**config.mk**
```make
export PLATFORM = sky130hd
export DESIGN_NAME = csel_alu
export DESIGN_NICKNAME = d
export VERILOG_FILES = /design/src/rtl/csel_alu_pkg.sv /design/src/rtl/cla_group.sv /design/src/rtl/low_adder.sv /design/src/rtl/hi_select.sv /design/src/rtl/op_modifier.sv /design/src/rtl/csel_alu.sv
export SDC_FILE = /design/constraint.sdc
export NUM_CORES = 1
export LEC_CHECK = 0
export ABC_AREA = 1
export BUFFER_PORTS_ARGS = -buffer_cell sky130_fd_sc_hd__buf_2
export CORE_MARGIN = 2
export CORE_UTILIZATION = 44
export DETAILED_ROUTE_END_ITERATION = 16
export GPL_TIMING_DRIVEN = 0
export PLACE_DENSITY = 0.71
export SETUP_SLACK_MARGIN = 0.05
export SYNTH_ARGS = -nofsm -noshare
export SYNTH_HDL_FRONTEND = slang
export SYNTH_HIERARCHICAL = 1
export SYNTH_SLANG_ARGS = --single-unit
```
**constraint.sdc**
```tcl
create_clock -name vclk -period 6.5
set_clock_uncertainty 0.05 [all_clocks]
set_input_delay 0.975 -clock vclk [all_inputs]
set_output_delay 0.975 -clock vclk [all_outputs]
set_load 0.02 [all_outputs]
```
**src/rtl/csel_alu_pkg.sv**
```systemverilog
package csel_alu_pkg;
  typedef enum logic [2:0] {
    OP_ADD = 3'b000,
    OP_SUB = 3'b001,
    OP_AND = 3'b010,
    OP_OR  = 3'b011,
    OP_XOR = 3'b100
  } alu_op_e;
endpackage

```
**src/rtl/cla_group.sv**
```systemverilog
module cla_group #(
  parameter int W = 4
) (
  input  logic [W-1:0] a,
  input  logic [W-1:0] b,
  input  logic         cin,
  output logic [W-1:0] sum,
  output logic         cout
);
  logic [W-1:0] p, g;
  logic [W:0]   c;

  always_comb begin
    p = a ^ b;
    g = a & b;
    c = '0;
    c[0] = cin;
    for (int i = 1; i <= W; i++) begin
      logic acc;
      logic term;
      acc = 1'b0;
      for (int j = -1; j < i; j++) begin
        term = (j < 0) ? cin : g[j];
        for (int k = j + 1; k < i; k++) begin
          if (k >= 0) term = term & p[k];
        end
        acc = acc | term;
      end
      c[i] = acc;
    end
    sum  = p ^ c[W-1:0];
    cout = c[W];
  end


  always_comb begin
    cla_sum_chk: assert ({cout, sum} == ({1'b0, a} + {1'b0, b} + {{W{1'b0}}, cin}))
      else $error("lookahead group sum mismatch");
  end
endmodule

```
**src/rtl/low_adder.sv**
```systemverilog
module low_adder #(
  parameter int LOW_W = 25,
  parameter int GRP_W = 4
) (
  input  logic [LOW_W-1:0] a,
  input  logic [LOW_W-1:0] b,
  input  logic             cin,
  output logic [LOW_W-1:0] sum,
  output logic             cout
);
  localparam int NGRP   = LOW_W / GRP_W;
  localparam int LAST_W = LOW_W - (NGRP - 1) * GRP_W;

  logic [NGRP:0] gc;
  assign gc[0] = cin;

  for (genvar gi = 0; gi < NGRP; gi++) begin : g_grp
    localparam int GW = (gi == NGRP - 1) ? LAST_W : GRP_W;
    cla_group #(.W(GW)) u_grp (
      .a   (a[gi*GRP_W +: GW]),
      .b   (b[gi*GRP_W +: GW]),
      .cin (gc[gi]),
      .sum (sum[gi*GRP_W +: GW]),
      .cout(gc[gi+1])
    );
  end

  assign cout = gc[NGRP];


  always_comb begin
    low_chain_chk: assert ({cout, sum} == ({1'b0, a} + {1'b0, b} + {{LOW_W{1'b0}}, cin}))
      else $error("low section chain mismatch");
  end
endmodule

```
**src/rtl/hi_select.sv**
```systemverilog
module hi_select #(
  parameter int HI_W = 7
) (
  input  logic [HI_W-1:0] a,
  input  logic [HI_W-1:0] b,
  input  logic            sel,
  output logic [HI_W-1:0] sum,
  output logic            cout
);
  logic [HI_W-1:0] s0, s1;
  logic            c0, c1;

  cla_group #(.W(HI_W)) u_c0 (.a(a), .b(b), .cin(1'b0), .sum(s0), .cout(c0));
  cla_group #(.W(HI_W)) u_c1 (.a(a), .b(b), .cin(1'b1), .sum(s1), .cout(c1));

  assign sum  = sel ? s1 : s0;
  assign cout = sel ? c1 : c0;


  always_comb begin
    hi_pair_chk: assert ({c1, s1} == ({c0, s0} + {{HI_W{1'b0}}, 1'b1}))
      else $error("upper candidates disagree");
  end
endmodule

```
**src/rtl/op_modifier.sv**
```systemverilog
module op_modifier
  import csel_alu_pkg::*;
#(
  parameter int WIDTH = 32
) (
  input  logic [WIDTH-1:0] a,
  input  logic [WIDTH-1:0] b,
  input  logic [2:0]       op,
  output logic [WIDTH-1:0] am,
  output logic [WIDTH-1:0] bm,
  output logic             cin,
  output logic             is_arith,
  output logic [WIDTH-1:0] logic_res
);
  always_comb begin
    am        = a;
    bm        = b;
    cin       = 1'b0;
    is_arith  = 1'b0;
    logic_res = '0;
    case (op)
      OP_ADD: is_arith = 1'b1;
      OP_SUB: begin
        is_arith = 1'b1;
        bm       = ~b;
        cin      = 1'b1;
      end
      OP_AND: logic_res = a & b;
      OP_OR:  logic_res = a | b;
      OP_XOR: logic_res = a ^ b;
      default: logic_res = '0;
    endcase
  end


  always_comb begin
    if (op == OP_SUB) begin
      sub_invert_chk: assert (((bm ^ b) == {WIDTH{1'b1}}) && cin)
        else $error("subtract conditioning wrong");
    end
  end
endmodule

```
**src/rtl/csel_alu.sv**
```systemverilog
module csel_alu
  import csel_alu_pkg::*;
#(
  parameter int WIDTH = 32,
  parameter int LOW_W = 25,
  parameter int GRP_W = 4
) (
  input  logic [WIDTH-1:0] a,
  input  logic [WIDTH-1:0] b,
  input  logic [2:0]       op,
  output logic [WIDTH-1:0] result,
  output logic             zero,
  output logic             carry
);
  localparam int HI_W = WIDTH - LOW_W;

  logic [WIDTH-1:0] am, bm, logic_res, sum;
  logic             cin, is_arith, low_c, hi_c;

  op_modifier #(.WIDTH(WIDTH)) u_mod (
    .a(a), .b(b), .op(op), .am(am), .bm(bm), .cin(cin),
    .is_arith(is_arith), .logic_res(logic_res)
  );

  low_adder #(.LOW_W(LOW_W), .GRP_W(GRP_W)) u_low (
    .a(am[LOW_W-1:0]), .b(bm[LOW_W-1:0]), .cin(cin),
    .sum(sum[LOW_W-1:0]), .cout(low_c)
  );

  hi_select #(.HI_W(HI_W)) u_hi (
    .a(am[WIDTH-1:LOW_W]), .b(bm[WIDTH-1:LOW_W]), .sel(low_c),
    .sum(sum[WIDTH-1:LOW_W]), .cout(hi_c)
  );

  assign result = is_arith ? sum : logic_res;
  assign carry  = is_arith & hi_c;
  assign zero   = ~|result;


  always_comb begin
    if (op == OP_ADD) begin
      add_sum_chk: assert ({carry, result} == ({1'b0, a} + {1'b0, b}))
        else $error("add result wrong");
    end
  end


  always_comb begin
    if (op >= 3'b010) begin
      logic_carry_chk: assert (!carry) else $error("carry set for non-arith op");
    end
  end


  always_comb begin
    if (op > 3'b100) begin
      bad_op_chk: assert (zero && result == '0) else $error("unused op not zero");
    end
  end
endmodule

```
Word level (Yosys, flattened, before mapping)
Index checks and enable logic that the tools add are counted.
{"block": "op_classes", "mux": 7, "n_eq_ne": 4, "n_reduce_logical": 4, "bitwise_logic": 233}
{"operator": "$or 1x1->1", "count": 114}
{"operator": "$pmux 32 s3", "count": 1}
{"operator": "$and 1x1->1", "count": 93}
{"operator": "$mux 32", "count": 2}
{"operator": "$xor 4x4->4", "count": 10}
{"operator": "$and 32x32->32", "count": 1}
{"operator": "$not 32->32", "count": 1}
{"operator": "$or 32x32->32", "count": 1}
{"operator": "$reduce_or 32->1", "count": 1}
{"operator": "$xor 32x32->32", "count": 1}
{"operator": "$xor 7x7->7", "count": 3}
{"operator": "$and 4x4->4", "count": 5}
{"operator": "$xor 5x5->5", "count": 2}
{"operator": "$and 7x7->7", "count": 1}
{"operator": "$mux 7", "count": 1}
{"operator": "$eq 3x2->1 const B", "count": 2}
{"operator": "$and 5x5->5", "count": 1}
{"operator": "$eq 3x1->1 const B", "count": 1}
{"operator": "$eq 3x3->1 const B", "count": 1}
{"operator": "$logic_not 3->1", "count": 1}
{"operator": "$mux 1", "count": 3}
{"operator": "$reduce_or 2->1", "count": 1}
{"operator": "$logic_not 1->1", "count": 1}
{"block": "word_totals", "input_bits": 67, "reg_bits": 0}

Logic depth before layout (Yosys ltp)
Gate-level depths: netlist (run 1).
{"block": "logic_depth", "ltp_word": 57, "depth_mapped": 50, "mapped_depth_nobuf": 48}

Cells and area by module
The synthesis (run 1) kept the hierarchy.
{"mod": "op_modifier", "seq_area_each_um2": 0.0, "instances": 1, "cells_each": 450, "area_per_inst_um2": 2616.3}
{"mod": "cla_group at u_low.g_grp[1].u_grp ...", "seq_area_each_um2": 0.0, "instances": 4, "cells_each": 29, "area_per_inst_um2": 191.4}
{"mod": "cla_group at u_hi.u_c0 ...", "seq_area_each_um2": 0.0, "instances": 2, "cells_each": 55, "area_per_inst_um2": 350.3}
{"mod": "csel_alu", "seq_area_each_um2": 0.0, "instances": 1, "cells_each": 137, "area_per_inst_um2": 588.1}
{"mod": "cla_group at u_low.g_grp[5].u_grp", "seq_area_each_um2": 0.0, "instances": 1, "cells_each": 31, "area_per_inst_um2": 221.5}
{"mod": "cla_group at u_low.g_grp[0].u_grp", "seq_area_each_um2": 0.0, "instances": 1, "cells_each": 25, "area_per_inst_um2": 176.4}
{"mod": "hi_select", "seq_area_each_um2": 0.0, "instances": 1, "cells_each": 28, "area_per_inst_um2": 112.6}

Least setup slack after synthesis (run 1)
OpenSTA, ideal clock, no wires.
{"block": "synth_timing", "path_kind": "input-to-output", "startpoint": "input port op[1]", "endpoint": "output port zero", "path_slack_ns": -0.438, "t_required_ns": 5.475, "stages": 49, "arrival_ns": 5.913, "n_path_buf": 2, "path_cell_list": "buf_4 > nor2_4 > nand2_2 > inv_2 > nand2_1 > nand2_1 > ha_1 > ha_1 > nand3_1 > nand4_1 > nand2_1 > nand2_1 > ha_1 > nand3_1 > nand4_1 > nand2_1 > nand2_1 > ha_1 > [... 13 more ...] > nand2_1 > ha_1 > nand3_1 > nand4_2 > nand2_2 > nand2_2 > nand2_1 > nand2_1 > buf_6 > nand2_1 > nand2_1 > nand2_1 > nand2_1 > nor2_1 > nand2_1 > nor2_1 > nand2_1 > nor2_1"}
{"element": "start: declaration", "line": "csel_alu.sv:10", "source": "input logic [2:0] op,"}
{"element": "end: declaration", "line": "csel_alu.sv:12", "source": "output logic zero,"}

==> results list, run 1 <==
- The run finished, with violations left.
- The checks that failed: negative setup slack.
* Worst hold path depth: 7
* Cell with the largest stage delay on the worst path: sky130_fd_sc_hd__ha_4
* Global router's overall resource usage: a little under a quarter
- Final non-filler cell area: about 0.0067 mm^2
- A synthesized cell averages 5.78 um^2.
- Setup slack on the critical path of the routed design comes to -0.520 ns.
- RePlAce Congestion: around 0.84
* Routed Wire Length: roughly 15,000 um
- Count of synthesis-stage warnings from yosys: 6
- Multi-input gate area in the final layout: around 0.0044 mm^2
* Fraction of synthesized area in multiplexers: 0%
- After synthesis, the largest family of logic cells by area is simple AND/OR/NAND/NOR gates.
* Cell repeated most along the worst path: sky130_fd_sc_hd__nand2_2
- Max Fanout on Critical Path: 5
- Max-cap violations in this run came to 0.
- Width of the chip: between 100 and 150 um
- Worst endpoint data arrival time: roughly 6.0 ns
- The first TritonRoute pass finished after 5 iterations.
- Synth-to-Final Area Change: 28.5%
- The critical path is of the in2out type.
* Static leakage: roughly 0.0040 uW
- Fill cell total of the finished layout: roughly 1,200
- The number of antenna violations at the first check in global routing is 0.
- Based on the critical path, the design can be clocked at up to roughly 0.14 GHz.
* Post-route clock period utilization: 108%
* Final count of negative-setup-slack endpoints: 10
- Sequential area share after synthesis: 0%
- Post-placement cell area: roughly 0.0060 mm^2
* Number of global-route vias before repair: between 5,000 and 6,000
* Number of antenna repair diodes: 0
- In the routed design, unresolved DRC markers number 0.
- Type of the tightest min-delay check: in2out
- The synthesized netlist devotes roughly 30% of its cell area to adder and majority cells.
- Wire length on met1: ~6700 um
- The worst setup path is captured at a primary output.
- Via count: between 5,000 and 6,000
- After technology mapping, the gate count stands at 897.
- After Yosys synthesis, and, or, nand and nor cells account for 44.1% of the synthesized area.
- Adding up every negative setup slack in the final design gives -2.00 ns.
* Max_slew headroom: 59.2%
- In the detailed route, the total length drawn on met3 is 696 um.
* Required time of the critical path: roughly 5.5 ns
* Startpoint types: input pin
- sky130_fd_sc_hd__ha_1 takes more of the synthesized area than any other cell.
* Height of the die: 113 um
* Number of core rows: 39
* Beginning of the worst hold path: op[1]
* Starting Density: a little under half
- The die covers roughly 0.013 mm^2.
- Post-synthesis xor/xnor area fraction: approximately 4%
- In this run, the number of DRC markers left after iteration 0 of detailed routing was about 310.
- Across the whole layout, storage elements account for 0 um^2.
- Portion of synthesized cell area occupied by the leading cell type: about 27%
- The first global-routing pass estimated 24,200 um of wire.
- After legalization and detailed placement, the total HPWL measured around 12,000 um.
* Area inside the core boundary: 0.0115 mm^2
* Quantity of hold-fixing buffers added after cts: 0
- At the end of the flow, the number of nets in the layout was between 1,000 and 1,500.
* Synth cell types: 25
* Most common cell in the synthesized netlist: sky130_fd_sc_hd__nand2_1
* Maximum number of pins on one net before global-route repair: 12
* Slew at the pin with the worst max-slew slack: between 0.6 and 0.7 ns
- Overall power consumption after layout is estimated at ~610 uW.
* Final critical path time including I/O delays and setup: around 7 ns
* Synth Cell Area: 0.00518 mm^2
- Top cells by area, synth: sky130_fd_sc_hd__ha_1 27%, sky130_fd_sc_hd__nand2_1 22%, sky130_fd_sc_hd__inv_1 12%, sky130_fd_sc_hd__nand3_1 9.1%, sky130_fd_sc_hd__nand4_1 5.9%
* Top-Level Pins: 101
- Setup repair after global routing could not meet its margin everywhere.
* Number of clock-tree buffers in the layout: 0
- In this run the top signal layer used is met4.
- Final hold analysis gives a worst-case slack of 2.55 ns.
- OpenSTA, run right after detailed placement, puts the worst setup slack at -0.696 ns.
- For hold timing, the worst endpoint is result[0].
- The detail route stage leaves a number of antenna-violating nets equal to 0.
- Fraction of the mapped netlist area in compound gates: 0.483%
- Ranked by instance count, the synthesized netlist is headed by 310 x sky130_fd_sc_hd__nand2_1, 161 x sky130_fd_sc_hd__inv_1, 111 x sky130_fd_sc_hd__ha_1.
* Largest vdd supply drop: 0.0553 mV
- The final number of hold-violating endpoints is 0.
- Detail-routed via count per cell: between 4 and 5
- Final-report max-slew violation count: 0
- In the detailed route, the total length drawn on met2 is approximately 7300 um.
- Delay contributed by the slowest stage of the critical path: 0.20 ns
- WL per Instance: ~13 um
- There are 0 flip-flops and latches.
- For this design the ratio of total power to cell area is 92.1 mW/mm^2.
- In this run the tool buffered the top-level ports with approximately 100 buffer cells.
- Share of layout cells above drive strength 1: 29.0%
- The total overflow left after global routing is 0.
-- critical path: cells and delay by family --
family	cells	cell delay, ns
adder cells (fa/ha/maj)	7	1.20
buffers and inverters	4	0.48
AND/OR/NAND/NOR	39	3.29
-- report_power, final --
| group | leakage (uW) | internal [uW] | total, uW | switching [uW] |
|---|---|---|---|---|
| registers | 0 | 0 | 0 | 0 |
| logic | 0.00403 | 261 | 613 | 353 |
| clock network | 0 | 0 | 0 | 0 |
| total | 0.00403 | 261 | 613 | 353 |
-- cells by family (layout without fill, tap and decap cells) --
family                     Yosys count  in the layout
AOI/OAI and AO/OA                    3              3
xor gates and xnor gates            23             23
adders and majority gates          119            119
other                                2              4
buffers and inverters              234            371
and+or+nand+nor                    516            516
-- cells in the final DEF, fill, tap and decap left out, drive strengths merged --
cell type	netlist	final
xor2	15	15
ha	111	111
xnor2	8	8
clkbuf	7	7
buf	63	200
clkinv	0	1
nand3	99	99
a21oi	2	2
fa	8	8
nor2	37	37
nand2	330	330
nand4	50	50
inv	164	163
conb	2	4
o21a	1	1
-- worst max-delay path by stage --
stage                     startpoint    to  cells after the start  slack [ns]
after floorplan                op[2]  zero                     49        0.05
after global placement         op[2]  zero                     50       -0.70
after detailed placement       op[2]  zero                     50       -0.70
after CTS                      op[1]  zero                     50       -0.46
after global routing           op[2]  zero                     50       -0.99
final                          op[2]  zero                     50       -0.52
-- what timing repair did --
| item | in CTS | in global routing |
|---|---|---|
| gates resized for setup | 45 | 57 |
| setup endpoints to repair | 9 | 14 |
| gates cloned | 1 | 0 |
| buffers inserted | 20 | 19 |
| pin swaps | 46 | 56 |
-- layer usage --
metal	vias up	GRT usage, %
li1	3015	-
met3	24	1.46
met5	-	0
met4	0	2.93
met2	154	41.8
met1	2635	29.6
-- stage by stage --
| step | std cells | util (%) |
|---|---|---|
| floorplan | 899 | - |
| global placement | 1141 | 52.5 |
| detailed placement | 1141 | 52.5 |
| CTS | 1162 | 55.2 |
| global route | 1179 | 58.1 |
| finish | 1179 | 58.1 |
-- cell type report --
cell class	instances	share of cell area [%]
Timing Repair Buffer	137	13.6
Multi-Input combinational cell	665	66.1
Tap cell	143	2.69
Buffer	70	8.08
Inverter	164	9.55
No activity file was read; power rests on OpenSTA's default activity.
==> run 2: changes to the inputs <==
--- a/config.mk
+++ b/config.mk
@@ -8,10 +8,10 @@
 export ABC_AREA = 1
 export BUFFER_PORTS_ARGS = -buffer_cell sky130_fd_sc_hd__buf_2
 export CORE_MARGIN = 2
-export CORE_UTILIZATION = 44
+export CORE_UTILIZATION = 31
 export DETAILED_ROUTE_END_ITERATION = 16
 export GPL_TIMING_DRIVEN = 0
-export PLACE_DENSITY = 0.71
+export PLACE_DENSITY = 0.55
 export SETUP_SLACK_MARGIN = 0.05
 export SYNTH_ARGS = -nofsm -noshare
 export SYNTH_HDL_FRONTEND = slang
==> results list, run 2 (synthesis results as in run 1) <==
- Status: complete, but fails checks
- Violated checks: negative setup slack
- Row generation in the floorplan step produced 47 rows.
- The die is about 130 um wide.
- The max-slew violation count was 0.
* Height of the die: about 130 um
- Global routing used between 10% and 20% of the available tracks across all layers.
- Drt first pass iters: 4
- Max Fanout on Critical Path: 5
- Routed Wire Length: about 16,000 um
- Detailed routing placed a total of a little under 8000 um of wire on met2.
- Detail-routed via count per cell: between 4 and 5
* Required time of the critical path: around 5.5 ns
- After detailed routing, the number of remaining DRC violations is 0.
- Synth-to-Final Area Change: 29.5%
- Max_slew headroom: around 56%
- In the final routed layout, each cell accounts on average for roughly 13 um.
* Via count: approximately 5,700
- In this run the tool buffered the top-level ports with 99 buffer cells.
* Cell Pwr Density: between 90 and 100 mW/mm^2
- Leading cell type in the layout, fill and taps excluded: sky130_fd_sc_hd__nand2_1
* Maximum number of pins on one net before global-route repair: 12
- Setup repair after global routing missed its margin: yes
- Summed over all layers, the global routing overflow is 0.
* Number of global-route vias before repair: 5,338
- The library cells used most frequently in the layout, excluding fill and tap cells, are 271 x sky130_fd_sc_hd__nand2_1, 160 x sky130_fd_sc_hd__inv_1, 102 x sky130_fd_sc_hd__ha_1.
- Register area: 0 um^2
- Number of clock-tree buffers in the layout: 0
- Max Clock Freq: 0.144 GHz
- For this configuration, the core starts out at a cell density of approximately a third.
- Post-route clock period utilization: 107%
* Cell repeated most along the worst path: sky130_fd_sc_hd__nand2_2
- DRT iter0 DRCs: 283
- Type of the setup path with the least slack: in2out
- For this run, the post-layout net count is ~1,200.
- Slew at the pin with the worst max-slew slack: 0.667 ns
- First-pass GRT wire length: between 20,000 and 30,000 um
- In the final routing, the length of wire on met1 measures roughly 7500 um.
- The slowest stage of the critical path belongs to the cell sky130_fd_sc_hd__ha_4.
* Count of flip-flops and latches: 0
- On the worst path, the slowest cell contributes a delay of approximately 0.20 ns.
- Largest vdd supply drop: between 0.03 and 0.04 mV
- After routing, the total negative slack on setup checks comes to -1.57 ns.
- Final critical path time including I/O delays and setup: just under 7 ns
* Fill cell total of the finished layout: approximately 1,900
- Share of layout cells above drive strength 1: approximately 29%
- Total power of the final layout: approximately 610 uW
- In this run the count of I/O pins placed on the die edge is 101.
- Worst Hold Slack: 2.58 ns
- Area of the die: around 0.018 mm^2
- After floorplanning, the core was sized to cover between 0.015 and 0.02 mm^2.
- The count of nets left with antenna violations once routing finished came out at 0.
- Number of antenna violations at the first check in global routing: 1
- Together, buffers and inverters on the worst path number 4.
- Startpoint types: input pin
* RePlAce Congestion: 0.864
- Measured on the finished design, the core utilization comes to 40.7%.
* Type of the tightest min-delay check: in2out
- Crit-path leading delay family: simple AND/OR/NAND/NOR gates
- Highest metal layer with signal wires: met4
* Met3 wire len: slightly below 600 um
- Element type at the critical path end: primary output
- Setup slack on the critical path of the routed design comes to -0.437 ns.
- Static leakage: just over 0.004 uW
- Data on the critical path arrives at its endpoint at between 5 and 6 ns.
* Final count of negative-setup-slack endpoints: 9
- Quantity of hold-fixing buffers added after cts: 0
- Final Hold Viols: 0
- Detailed placement HPWL: 12,800 um
- The tool flagged a number of max-cap violations equal to 0.
==> run 2: per-stage QoR <==
| stage | setup slack [ns] | instance area (um^2) | instances |
|---|---|---|---|
| 2_1_floorplan | 0.0463 | 5340 | 899 |
| 3_3_place_gp | -0.864 | 6110 | 1218 |
| 3_5_place_dp | -0.842 | 6110 | 1218 |
| 4_1_cts | -0.451 | 6470 | 1245 |
| 5_1_grt | -0.920 | 6710 | 1259 |
| 6_report | -0.437 | 6710 | 1259 |
==> run 2: what timing repair did <==
action,CTS,global route
cloned,1,0
buffers inserted,26,18
pin swaps,37,45
endpoints found under the setup margin,11,15
resized for setup,39,45
==> run 2: worst paths after layout <==
path	startpoint	to	slack (ns)	cells past startpoint
max	op[2]	zero	-0.44	50
min	a[20]	result[20]	2.58	7
==> run 2: layout make-up <==
cell class         count  area, um^2  share of cell area, %
plain buffers         70         534                   7.96
repair buffers       139         897                   13.4
well taps            220         275                   4.10
diodes                 1        2.50                 0.0373
multi-input cells    665        4370                   65.2
inverters            164         628                   9.36
==> run 2: where the power goes <==
group | internal (uW) | switching, uW | total [uW]
registers | 0 | 0 | 0
clock network | 0.0000206 | 0 | 0.0000206
logic | 255 | 350 | 605
==> run 2: metal layers <==
layer	up-vias	GRT usage [%]
met1	2540	23.3
met4	0	1.71
met3	10	0.951
li1	3027	-
met5	-	0
met2	110	33.2
==> run 3: changes to the inputs <==
--- a/config.mk
+++ b/config.mk
@@ -11,7 +11,7 @@
 export CORE_UTILIZATION = 31
 export DETAILED_ROUTE_END_ITERATION = 16
 export GPL_TIMING_DRIVEN = 0
-export PLACE_DENSITY = 0.55
+export PLACE_DENSITY = 0.53
 export SETUP_SLACK_MARGIN = 0.05
 export SYNTH_ARGS = -nofsm -noshare
 export SYNTH_HDL_FRONTEND = slang
==> constraint.sdc (replaced) <==
create_clock -name vclk -period 8.8
set_clock_uncertainty 0.05 [all_clocks]
set_input_delay 1.32 -clock vclk [all_inputs]
set_output_delay 1.32 -clock vclk [all_outputs]
set_load 0.02 [all_outputs]
==> results list, run 3 (synthesis results as in run 1) <==
* Status: completed
- Port Buffer Count: 99
- VDD sags by at most approximately 0.029 mV.
- In this run the count of I/O pins placed on the die edge is 101.
- In the layout the commonest cells are 308 x sky130_fd_sc_hd__nand2_1, 161 x sky130_fd_sc_hd__inv_1, 113 x sky130_fd_sc_hd__buf_2.
* Number of antenna violations at the first check in global routing: 0
- Headroom to the max-slew limit came out at 57.7%.
- The library cell used most frequently in the layout, excluding fill and tap cells, is sky130_fd_sc_hd__nand2_1.
- TNS Setup: 0 ns
- Via count: 5,512
* Total global routing overflow: 0
- STA classifies the critical path endpoint as a primary output.
* Post-route clock period utilization: between 90% and 100%
- The worst hold path passes through 6 cells.
- Met1 Usage GRT: a little under a quarter
- The critical path in this run is classified as in2out.
* RePlAce Congestion: 0.853
- Height of the die: about 130 um
* Number of core rows: between 40 and 50
- The via count of the first global-routing pass is 5,140.
- Remaining DRCs: 0
- Starting Density: a little under a third
* Placement Setup Slack: about 0.27 ns
- Global routing consumed, on the met2 layer, 30.7% of the routing resources.
* Quantity of hold-fixing buffers added after cts: 0
* Final-report max-slew violation count: 0
* WL per Instance: approximately 13 um
- Share of layout cells above drive strength 1: 21.0%
* Setup repair after global routing missed its margin: no
- Register area: 0 um^2
- Measured along the x axis, the die boundary spans 133 um.
- Hold Crit Endpoint: result[23]
- For this run, the detailed router's first-pass iteration total came to 6.
- Max Clock Freq: 0.122 GHz
* Worst endpoint data arrival time: 6.79 ns
* Startpoint types: input pin
* Static leakage: 0.00380 uW
- At the worst endpoint, the required time is about 7.4 ns.
- Area inside the core boundary: ~0.016 mm^2
* Final Hold Viols: 0
- The slowest stage of the critical path is the sky130_fd_sc_hd__ha_2 cell.
- Net count reported at finish: approximately 1,200
- In this design, the stage delay of the slowest critical-path cell is around 0.31 ns.
- First-pass GRT wire length: 25,100 um
* Global router's overall resource usage: roughly 17%
- Final count of negative-setup-slack endpoints: 0
- The repair_antennas step left the layout with diodes totalling 0.
- For this run, global-route usage on met3 was measured as less than 1%.
- Cell Pwr Density: about 63 mW/mm^2
- The worst hold path begins at op[1].
* Final critical path time including I/O delays and setup: between 8 and 9 ns
- Detail-routed via count per cell: 4.50
* Synth-to-Final Area Change: 17.0%
* Cell repeated most along the worst path: sky130_fd_sc_hd__nand2_1
- GRT busiest layer: met2
- Maximum number of pins on one net before global-route repair: 12
- The tool flagged a number of max-cap violations equal to 0.
- At the pin with the least slew margin, the transition time is between 0.6 and 0.7 ns.
- Area of the die: about 0.018 mm^2
* Type of the tightest min-delay check: in2out
- Max Fanout on Critical Path: 10
- Setup ws final: 0.636 ns
- Number of clock-tree buffers in the layout: 0
* Count of flip-flops and latches: 0
- After legalization and detailed placement, the total HPWL measured between 10,000 and 15,000 um.
* Post-route ant nets: 0
* Routed Wire Length: 15,600 um
- DRT iter0 DRCs: around 330
==> run 3: worst max path at each step <==
stage / startpoint / endpoint / cells after the start
3_3_place_gp: op[1] / zero / 50
5_1_grt: op[2] / zero / 50
6_report: op[2] / zero / 50
4_1_cts: op[1] / zero / 50
2_1_floorplan: op[1] / zero / 49
3_5_place_dp: op[1] / zero / 50
==> run 3: per-layer routing <==
| metal | routed length [um] | vias up |
|---|---|---|
| met5 | 0 | - |
| met4 | 126 | 0 |
| met3 | 697 | 9 |
| met2 | 7340 | 108 |
| met1 | 7410 | 2440 |
| li1 | - | 2955 |
==> run 3: final cells by class <==
class / instances / area, um^2
buffer: 70 / 502
inverter: 164 / 623
timing repair buffer: 105 / 547
tap: 220 / 275
multi-input combinational: 665 / 4120
fill: 1909 / 10400
==> run 3: stage by stage <==
step	util [%]	power [uW]	instance area [um^2]	hold WS, ns	std cells
2_1_floorplan	-	268	5190	2.94	899
3_3_place_gp	36.2	374	5960	3.22	1218
3_5_place_dp	36.2	375	5960	3.22	1218
4_1_cts	36.2	376	5960	3.22	1218
5_1_grt	36.8	432	6060	3.28	1224
6_report	36.8	380	6060	3.23	1224
==> run 3: critical path: cells and delay by family <==
kind                       cells  cell delay [ns]
adders and majority gates      6             1.36
buffers and inverters          5             0.66
and+or+nand+nor               39             3.45
==> run 3: what timing repair did <==
item	4_1_cts	5_1_grt
buffers inserted	0	6
resized for setup	0	18
endpoints found under the setup margin	0	1
endpoints found under the hold margin	0	0
==> run 3: power breakdown <==
| group | total, uW | leakage (uW) | switching, uW | internal (uW) |
|---|---|---|---|---|
| Sequential | 0 | 0 | 0 | 0 |
| Clock | 0 | 0 | 0 | 0 |
| Combinational | 380 | 0.00380 | 233 | 146 |
| Total | 380 | 0.00380 | 233 | 146 |
